**src/rtl/csq_pkg.sv**
```systemverilog
package csq_pkg;

  typedef enum logic [2:0] {
    ST_IDLE  = 3'd0,
    ST_RUN   = 3'd1,
    ST_ROBSQ = 3'd2,
    ST_TRAP  = 3'd3,
    ST_FTRAP = 3'd4
  } thr_state_e;

  // Squash point of an execute-stage request.
  function automatic logic [15:0] ex_point(input logic [15:0] seq, input logic incl);
    return incl ? seq - 16'd1 : seq;
  endfunction

  // Squash point of a thread-wide flush.
  function automatic logic [15:0] flush_point(input logic empty, input logic [15:0] head);
    return empty ? 16'd0 : head - 16'd1;
  endfunction

endpackage

```
**src/rtl/csq_trap_timer.sv**
```systemverilog
module csq_trap_timer #(
  parameter int LAT_W = 6
) (
  input  logic             clk,
  input  logic             rst_n,
  input  logic             load,
  input  logic [LAT_W-1:0] load_val,
  input  logic             cancel,
  output logic             armed,
  output logic             fire
);
  logic [LAT_W-1:0] cnt;

  always_ff @(posedge clk) begin
    if (!rst_n) begin
      armed <= 1'b0;
      cnt   <= '0;
    end else if (load) begin
      armed <= 1'b1;
      cnt   <= load_val;
    end else if (cancel) begin
      armed <= 1'b0;
    end else if (armed && cnt != '0) begin
      cnt <= cnt - 1'b1;
    end
  end

  assign fire = armed && (cnt == '0);
endmodule

```
**src/rtl/csq_thread.sv**
```systemverilog
module csq_thread
  import csq_pkg::*;
#(
  parameter int SEQ_W = 16,
  parameter int PC_W  = 32,
  parameter int LAT_W = 6
) (
  input  logic             clk,
  input  logic             rst_n,
  input  logic             ex_valid,
  input  logic [SEQ_W-1:0] ex_seq,
  input  logic             ex_incl,
  input  logic             ex_mis,
  input  logic             ex_tak,
  input  logic [PC_W-1:0]  ex_pc,
  input  logic             trap_req,
  input  logic             ftrap_req,
  input  logic [LAT_W-1:0] trap_lat,
  input  logic [LAT_W-1:0] ftrap_lat,
  input  logic             ctx_req,
  input  logic             rob_empty,
  input  logic [SEQ_W-1:0] head_seq,
  input  logic [PC_W-1:0]  restart_pc,
  input  logic             rob_done,
  input  logic             ins_hit,
  input  logic             ins_killed,
  input  logic [SEQ_W-1:0] ins_seq,
  output logic             sq_o,
  output logic             rsq_o,
  output logic [SEQ_W-1:0] done_o,
  output logic [PC_W-1:0]  pc_o,
  output logic             mis_o,
  output logic             tak_o,
  output thr_state_e       state_o,
  output logic [SEQ_W-1:0] young_o
);
  thr_state_e       st_live, st_nxt;
  logic             tmr_fire, tmr_armed, tmr_load;
  logic             whole_sq, ex_ok, any_sq, trap_ok, ftrap_ok, ins_ok;
  logic [SEQ_W-1:0] pt_ex, pt_flush;

  assign st_live  = (state_o == ST_ROBSQ && rob_done) ? ST_RUN : state_o;
  assign whole_sq = tmr_fire || ctx_req;
  assign ex_ok    = !whole_sq && ex_valid && st_live != ST_TRAP && ex_seq <= young_o;
  assign any_sq   = whole_sq || ex_ok;
  assign trap_ok  = !any_sq && trap_req  && (st_live == ST_IDLE || st_live == ST_RUN);
  assign ftrap_ok = !any_sq && !trap_req && ftrap_req && (st_live == ST_IDLE || st_live == ST_RUN);
  assign ins_ok   = ins_hit && !ins_killed && !any_sq && st_live != ST_ROBSQ;
  assign tmr_load = trap_ok || ftrap_ok;
  assign pt_ex    = ex_point(ex_seq, ex_incl);
  assign pt_flush = flush_point(rob_empty, head_seq);

  csq_trap_timer #(.LAT_W(LAT_W)) u_tmr (
    .clk(clk), .rst_n(rst_n), .load(tmr_load),
    .load_val(trap_ok ? trap_lat : ftrap_lat),
    .cancel(any_sq), .armed(tmr_armed), .fire(tmr_fire)
  );

  always_comb begin
    if (any_sq)                            st_nxt = ST_ROBSQ;
    else if (trap_ok)                      st_nxt = ST_TRAP;
    else if (ftrap_ok)                     st_nxt = ST_FTRAP;
    else if (ins_ok && st_live == ST_IDLE) st_nxt = ST_RUN;
    else                                   st_nxt = st_live;
  end

  always_ff @(posedge clk) begin
    if (!rst_n) begin
      state_o <= ST_IDLE;
      young_o <= '0;
      sq_o    <= 1'b0;
      done_o  <= '0;
      pc_o    <= '0;
      mis_o   <= 1'b0;
      tak_o   <= 1'b0;
    end else begin
      state_o <= st_nxt;
      sq_o    <= any_sq;
      if (whole_sq) begin
        young_o <= '0;
        done_o  <= pt_flush;
        pc_o    <= restart_pc;
        mis_o   <= 1'b0;
        tak_o   <= 1'b0;
      end else if (ex_ok) begin
        young_o <= pt_ex;
        done_o  <= pt_ex;
        pc_o    <= ex_pc;
        mis_o   <= ex_mis;
        tak_o   <= ex_tak;
      end else if (ins_ok) begin
        young_o <= ins_seq;
      end
    end
  end

  assign rsq_o = (state_o == ST_ROBSQ);

  // Execute squash refused while a trap is pending
  p_trap_blocks_ex_r4: assert property (@(posedge clk) disable iff (!rst_n)
    (state_o == ST_TRAP && ex_valid && !whole_sq) |=> !sq_o);
  // Squash point carried to done and youngest
  p_ex_point_r5: assert property (@(posedge clk) disable iff (!rst_n)
    (ex_ok && !ex_incl) |=> (done_o == $past(ex_seq) && young_o == $past(ex_seq)));
  // Thread-wide squash values
  p_whole_vals_r7: assert property (@(posedge clk) disable iff (!rst_n)
    whole_sq |=> (young_o == '0 && !mis_o && !tak_o && pc_o == $past(restart_pc)));
  // Squashing held until the buffer reports done
  p_hold_sq_r9: assert property (@(posedge clk) disable iff (!rst_n)
    (state_o == ST_ROBSQ && !rob_done) |=> state_o == ST_ROBSQ);
  // Insertion refused while still squashing
  p_ins_block_r3: assert property (@(posedge clk) disable iff (!rst_n)
    (ins_hit && state_o == ST_ROBSQ && !rob_done) |=> ($stable(young_o) || sq_o));
  // A running timer belongs to a pending state
  p_timer_owner_r11: assert property (@(posedge clk) disable iff (!rst_n)
    tmr_armed |-> (state_o == ST_TRAP || state_o == ST_FTRAP));
  // A squash pulse always comes with the squashing flag
  p_pulse_flag_r10: assert property (@(posedge clk) disable iff (!rst_n)
    sq_o |-> rsq_o);
endmodule

```
**src/rtl/csq_top.sv**
```systemverilog
module csq_top
  import csq_pkg::*;
#(
  parameter int NT    = 4,
  parameter int SEQ_W = 16,
  parameter int PC_W  = 32,
  parameter int LAT_W = 6,
  localparam int TID_W = (NT > 1) ? $clog2(NT) : 1
) (
  input  logic                       clk,
  input  logic                       rst_n,
  input  logic [NT-1:0]              exs_valid,
  input  logic [NT-1:0][SEQ_W-1:0]   exs_seq,
  input  logic [NT-1:0]              exs_incl,
  input  logic [NT-1:0]              exs_mispred,
  input  logic [NT-1:0]              exs_taken,
  input  logic [NT-1:0][PC_W-1:0]    exs_target,
  input  logic [NT-1:0]              trap_req,
  input  logic [NT-1:0]              ftrap_req,
  input  logic [LAT_W-1:0]           trap_lat,
  input  logic [LAT_W-1:0]           ftrap_lat,
  input  logic [NT-1:0]              ctx_sq_req,
  input  logic [NT-1:0]              rob_empty,
  input  logic [NT-1:0][SEQ_W-1:0]   rob_head_seq,
  input  logic [NT-1:0][PC_W-1:0]    restart_pc,
  input  logic [NT-1:0]              rob_sq_done,
  input  logic                       ins_valid,
  input  logic [TID_W-1:0]           ins_tid,
  input  logic [SEQ_W-1:0]           ins_seq,
  input  logic                       ins_killed,
  output logic [NT-1:0]              bc_squash,
  output logic [NT-1:0]              bc_rob_sq,
  output logic [NT-1:0][SEQ_W-1:0]   bc_done_seq,
  output logic [NT-1:0][PC_W-1:0]    bc_pc,
  output logic [NT-1:0]              bc_mispred,
  output logic [NT-1:0]              bc_taken,
  output logic [NT-1:0][2:0]         th_state,
  output logic [NT-1:0][SEQ_W-1:0]   th_youngest
);
  for (genvar g = 0; g < NT; g++) begin : g_thr
    thr_state_e st;
    logic       hit;
    assign hit         = ins_valid && (ins_tid == TID_W'(g));
    assign th_state[g] = st;

    csq_thread #(.SEQ_W(SEQ_W), .PC_W(PC_W), .LAT_W(LAT_W)) u_thr (
      .clk(clk), .rst_n(rst_n),
      .ex_valid(exs_valid[g]), .ex_seq(exs_seq[g]), .ex_incl(exs_incl[g]),
      .ex_mis(exs_mispred[g]), .ex_tak(exs_taken[g]), .ex_pc(exs_target[g]),
      .trap_req(trap_req[g]), .ftrap_req(ftrap_req[g]),
      .trap_lat(trap_lat), .ftrap_lat(ftrap_lat), .ctx_req(ctx_sq_req[g]),
      .rob_empty(rob_empty[g]), .head_seq(rob_head_seq[g]),
      .restart_pc(restart_pc[g]), .rob_done(rob_sq_done[g]),
      .ins_hit(hit), .ins_killed(ins_killed), .ins_seq(ins_seq),
      .sq_o(bc_squash[g]), .rsq_o(bc_rob_sq[g]), .done_o(bc_done_seq[g]),
      .pc_o(bc_pc[g]), .mis_o(bc_mispred[g]), .tak_o(bc_taken[g]),
      .state_o(st), .young_o(th_youngest[g])
    );
  end
endmodule

```
**config.mk**
```make
export PLATFORM = sky130hd
export DESIGN_NAME = csq_top
export DESIGN_NICKNAME = d
export VERILOG_FILES = /design/src/rtl/csq_pkg.sv /design/src/rtl/csq_trap_timer.sv /design/src/rtl/csq_thread.sv /design/src/rtl/csq_top.sv
export SDC_FILE = /design/constraint.sdc
export NUM_CORES = 1
export LEC_CHECK = 0
export ABC_AREA = 1
export BUFFER_PORTS_ARGS = -buffer_cell sky130_fd_sc_hd__buf_2
export CORE_AREA = 2 2 291 293
export DETAILED_ROUTE_END_ITERATION = 10
export DIE_AREA = 0 0 293 295
export GPL_ROUTABILITY_DRIVEN = 1
export HOLD_SLACK_MARGIN = 0.06
export PLACE_DENSITY = 0.53
export SYNTH_ARGS = -nofsm -noshare
export SYNTH_HDL_FRONTEND = slang
export SYNTH_SLANG_ARGS = --single-unit
export TNS_END_PERCENT = 5
```
**constraint.sdc**
```tcl
create_clock -name clk -period 2.12 [get_ports clk]
set_input_delay 0.53 -clock clk [delete_from_list [all_inputs] [get_ports clk]]
set_output_delay 0.53 -clock clk [all_outputs]
set_load 0.02 [all_outputs]
```
==> qor.tcl <==
set qor(area_of_the_core_um2) 83200
set qor(synth-seq-area-share) 0.336
set qor(worstReg2RegEnd) {g_thr[2].u_thr.young_o[6]}
set qor(placement_stage_worst_setup_slack_ps) -495
set qor(post_synth_num_cell_types) 59
set qor(worst-slew-pin-transition_ps) 587
set qor(initial_antenna_violation_count) 30
set qor(critical_path.startpoint_type) {register}
set qor(result_of_the_run) {finished, violations left}
set qor(fp-row-count) 106
set qor(finalWorstSetupSlack_ps) -98.0
set qor(achievable-frequency_mhz) 451
set qor(worstSetupEndpointType) {register}
set qor(hold_path.startpoint) {exs_mispred[2]}
set qor(synth_enable_flop_cells) 0
set qor(gr-usage-all-layers) 0.196
set qor(finalWeightedCongestion) 0.935
set qor(hold_class) {primary input to register}
set qor(tritoncts) {yes}
set qor(hold_vio_cnt_final) 0
set qor(synth-seq-cells) 308
set qor(mappedNetlistArea_um2) 18300
set qor(fin_crit_share) 1.05
set qor(finish.net_count) 4054
set qor(synth_warnings) 0
set qor(setup_tns_ps) -1390
set qor(drt-vias-per-instance) 4.49
set qor(route.vias.total) 20900
set qor(firstDrtPassIters) 6
set qor(post_layout_minimum_cycle_time_ps) 2220
set qor(die_area_um2) 86400
set qor(violated_checks) {negative setup slack}
set qor(postSynth.topFlopCell) {sky130_fd_sc_hd__dfxtp_1}
set qor(worst-setup-path-type) {register to register}
set qor(boundaryPins) 738
set qor(clock_latency_ps) 590
set qor(syn_area_cell_um2) 7.26
set qor(ctsHtreeMaxLevel) 2
set qor(synth_top_area_cell) {sky130_fd_sc_hd__dfxtp_1}
set qor(final-max-slew-violation-count) 0
set qor(avgRoutedWirePerCell_um) 19.2
set qor(route.detailed.drc) 0
set qor(holdPathStages) 3
set qor(p_per_area_nw_per_um2) 687
set qor(cts.root.buffer_cell) {sky130_fd_sc_hd__clkbuf_16}
set qor(largest_net_degree_at_the_start_of_global_routing) 40
set qor(hold_path_end) {g_thr[2].u_thr.mis_o}
set qor(postSynthNetCount) 3059
set qor(cp_slowest_stage_delay_ps) 330
set qor(max_cap_violations) 0
set qor(asyncSetResetFlopFracSynth) 0
set qor(post_synth_main_area_contributors) {sky130_fd_sc_hd__dfxtp_1 34%, sky130_fd_sc_hd__nand2_1 12%, sky130_fd_sc_hd__mux2i_1 7.0%}
set qor(seq_area_um2) 6200
set qor(post_synth_inst_count) 2525
set qor(multiInputGateArea_um2) 11000
set qor(global_route_wire_length_before_repair_mm) 127
set qor(cts.path.max_buffers) 3
set qor(worstPathRequired_ps) 2620
set qor(worstRegToRegCells) 16
set qor(rsz0062_at_grt) {true}
set qor(path_cells) {inv_1 > ha_4 > nand2_2 > nor2_2 > nand2_1 > nand2_1 > nand2_1 > nand2_1 > nand2_2 > nand2_4 > nand2_4 > buf_6 > nor2_4 > clkbuf_16 > a21oi_1 > a21oi_1}
set qor(final_layout_size_suffix_gt1_frac) 0.379
set qor(synthToLayoutAreaGrowth_pct) 51.5
set qor(fillCellCount) 8954
set qor(timing.reg2reg.setup_slack_ps) -100
set qor(dr.first_iter.drc_count) 1060
set qor(crit_path_top_delay_cell) {sky130_fd_sc_hd__dfxtp_2}
set qor(detailedPlacementHpwl_mm) 73.6
set qor(power.ir.vdd_worst_uv) 533
set qor(cp_max_fo) 8
set qor(wirelength_mm) 89.2
set qor(power_after_layout_mw) 19.1
set qor(antenna_left) 0
set qor(hold_buffer_count_at_cts) 0
set qor(leakage_nw) 13.4
set qor(cts.sinks) 308
set qor(finalSetupViolations) 32
set qor(die_w_um) 293
set qor(worst-endpoint-arrival_ps) 2720
set qor(fin_worst_skew_ps) 26.4
set qor(clk_transition_reported_paths_ps) 60
set qor(number_of_port_buffers) 737
set qor(cell_repeated_most_along_the_worst_path) {sky130_fd_sc_hd__nand2_1}
set qor(dieHeight_um) 295
set qor(yosysTopAreaCellShare) 0.336
set qor(first_global_vias) 20000
set qor(initial_utilization) 0.220
set qor(worst_r2r_startpoint) {g_thr[2].u_thr.young_o[7]}
set qor(number_of_buffers_added_by_the_clock_tree_synthesis_step) 43
set qor(timing.slew.headroom) 0.604
set qor(grt_overflow_total) 0
flip-flops by register name, summed over array words and instances (netlist names):
| signal | count |
|---|---|
| g_thr.u_thr.mis_o | 4 |
| g_thr.u_thr.done_o | 64 |
| g_thr.u_thr.state_o | 12 |
| g_thr.u_thr.tak_o | 4 |
| g_thr.u_thr.u_tmr.armed | 4 |
| g_thr.u_thr.young_o | 64 |
| g_thr.u_thr.u_tmr.cnt | 24 |
| g_thr.u_thr.sq_o | 4 |
| g_thr.u_thr.pc_o | 128 |
cell type report:
cell class	count	area share
multi-input cells	1835	0.396
repair buffers	1059	0.237
flip-flops and latches	308	0.223
well taps	1080	0.0486
clock buffers	52	0.0429
inverters	273	0.0376
clock inverters	27	0.0131
diodes	13	0.00117
power breakdown:
part	total (mW)	switching (mW)	leakage [nW]	internal, mW
clock	8.03	3.13	0.754	4.90
sequential	6.44	0.241	2.54	6.20
combinational	4.60	2.75	10.1	1.85
total	19.1	6.12	13.4	13.0
layer usage:
metal	global-route usage	wire length [um]	vias up
met1	0.232	36400	9498
met5	0	161	-
met2	0.327	41300	770
met4	0.0749	3230	26
met3	0.0672	8160	160
li1	-	-	10400
metrics by stage:
stage,std cells,util,cell area [um^2],hold WS [ps]
finish,4647,0.334,27800,165
detailed placement,4535,0.305,25300,427
global placement,4535,0.305,25300,426
global route,4639,0.334,27800,165
floorplan,2525,-,18300,420
CTS,4622,0.327,27200,126
Yosys cell counts (all sizes together), types with 39 or more instances:
library cell / instances
nand2: 613
nor3: 39
nor2: 199
ha: 80
nand3: 210
a21oi: 101
mux2i: 128
dfxtp: 308
inv: 268
o21ai: 174
xor2: 58
a31oi: 96
buf: 90
kinds of logic (layout without fill, tap and decap cells):
group / after synthesis / after routing / share of synthesized area
AO/OA/AOI/OAI: 419 / 420 / 0.134
XOR/XNOR: 88 / 88 / 0.0420
adder cells (fa/ha/maj): 80 / 80 / 0.0546
buffers and inverters: 384 / 1411 / 0.0925
flip-flops: 308 / 308 / 0.336
multiplexers: 128 / 128 / 0.0699
other: 0 / 13 / 0
AND/OR/NAND/NOR: 1118 / 1119 / 0.271
worst max path at each step:
stage / startpoint / cells after the start / slack [ps] / to
after floorplan: exs_seq[55] / 13 / 20 / g_thr[3].u_thr.pc_o[14]
after global placement: exs_seq[23] / 15 / -470 / g_thr[1].u_thr.u_tmr.cnt[1]
after detailed placement: exs_seq[23] / 14 / -500 / g_thr[1].u_thr.pc_o[23]
after CTS: g_thr[0].u_thr.young_o[15] / 16 / -50 / g_thr[0].u_thr.u_tmr.cnt[3]
after global routing: g_thr[2].u_thr.young_o[7] / 16 / -220 / g_thr[2].u_thr.young_o[15]
final: g_thr[2].u_thr.young_o[7] / 16 / -100 / g_thr[2].u_thr.young_o[6]
what timing repair did:
action / CTS / global route
gates cloned: 2 / 3
buffers inserted: 6 / 9
setup endpoints to repair: 250 / 302
resized for setup: 58 / 135
pin swaps: 12 / 22
cells in the final DEF, fill, tap and decap left out, drive strengths merged, types with 2 or more instances in the layout:
cell	netlist	final
nor2	199	199
nor3	39	39
diode	0	13
nand2	613	614
xor2	58	58
nand3	210	210
ha	80	80
nand3b	6	6
o31ai	3	3
o221ai	3	3
a22oi	5	5
mux2i	128	128
a22o	3	3
inv	268	272
or2	17	17
nor3b	2	2
a31oi	96	96
o41ai	3	3
clkbuf	21	53
o21ai	174	174
a21oi	101	101
nor4	5	5
clkinvlp	0	6
dfxtp	308	308
o211ai	12	13
buf	90	1058
a31o	2	2
clkinv	5	15
nand4	27	27
xnor2	30	30
bufinv	0	7
o22ai	6	6
a21o	6	6
critical path, delay by kind of cell, from the launching register on:
kind,cells,cell delay [ps]
AO/OA/AOI/OAI,2,190
flip-flops,1,330
AND/OR/NAND/NOR,10,910
buffers and inverters,3,410
adder cells (fa/ha/maj),1,280
No activity file was read; power rests on OpenSTA's default activity.
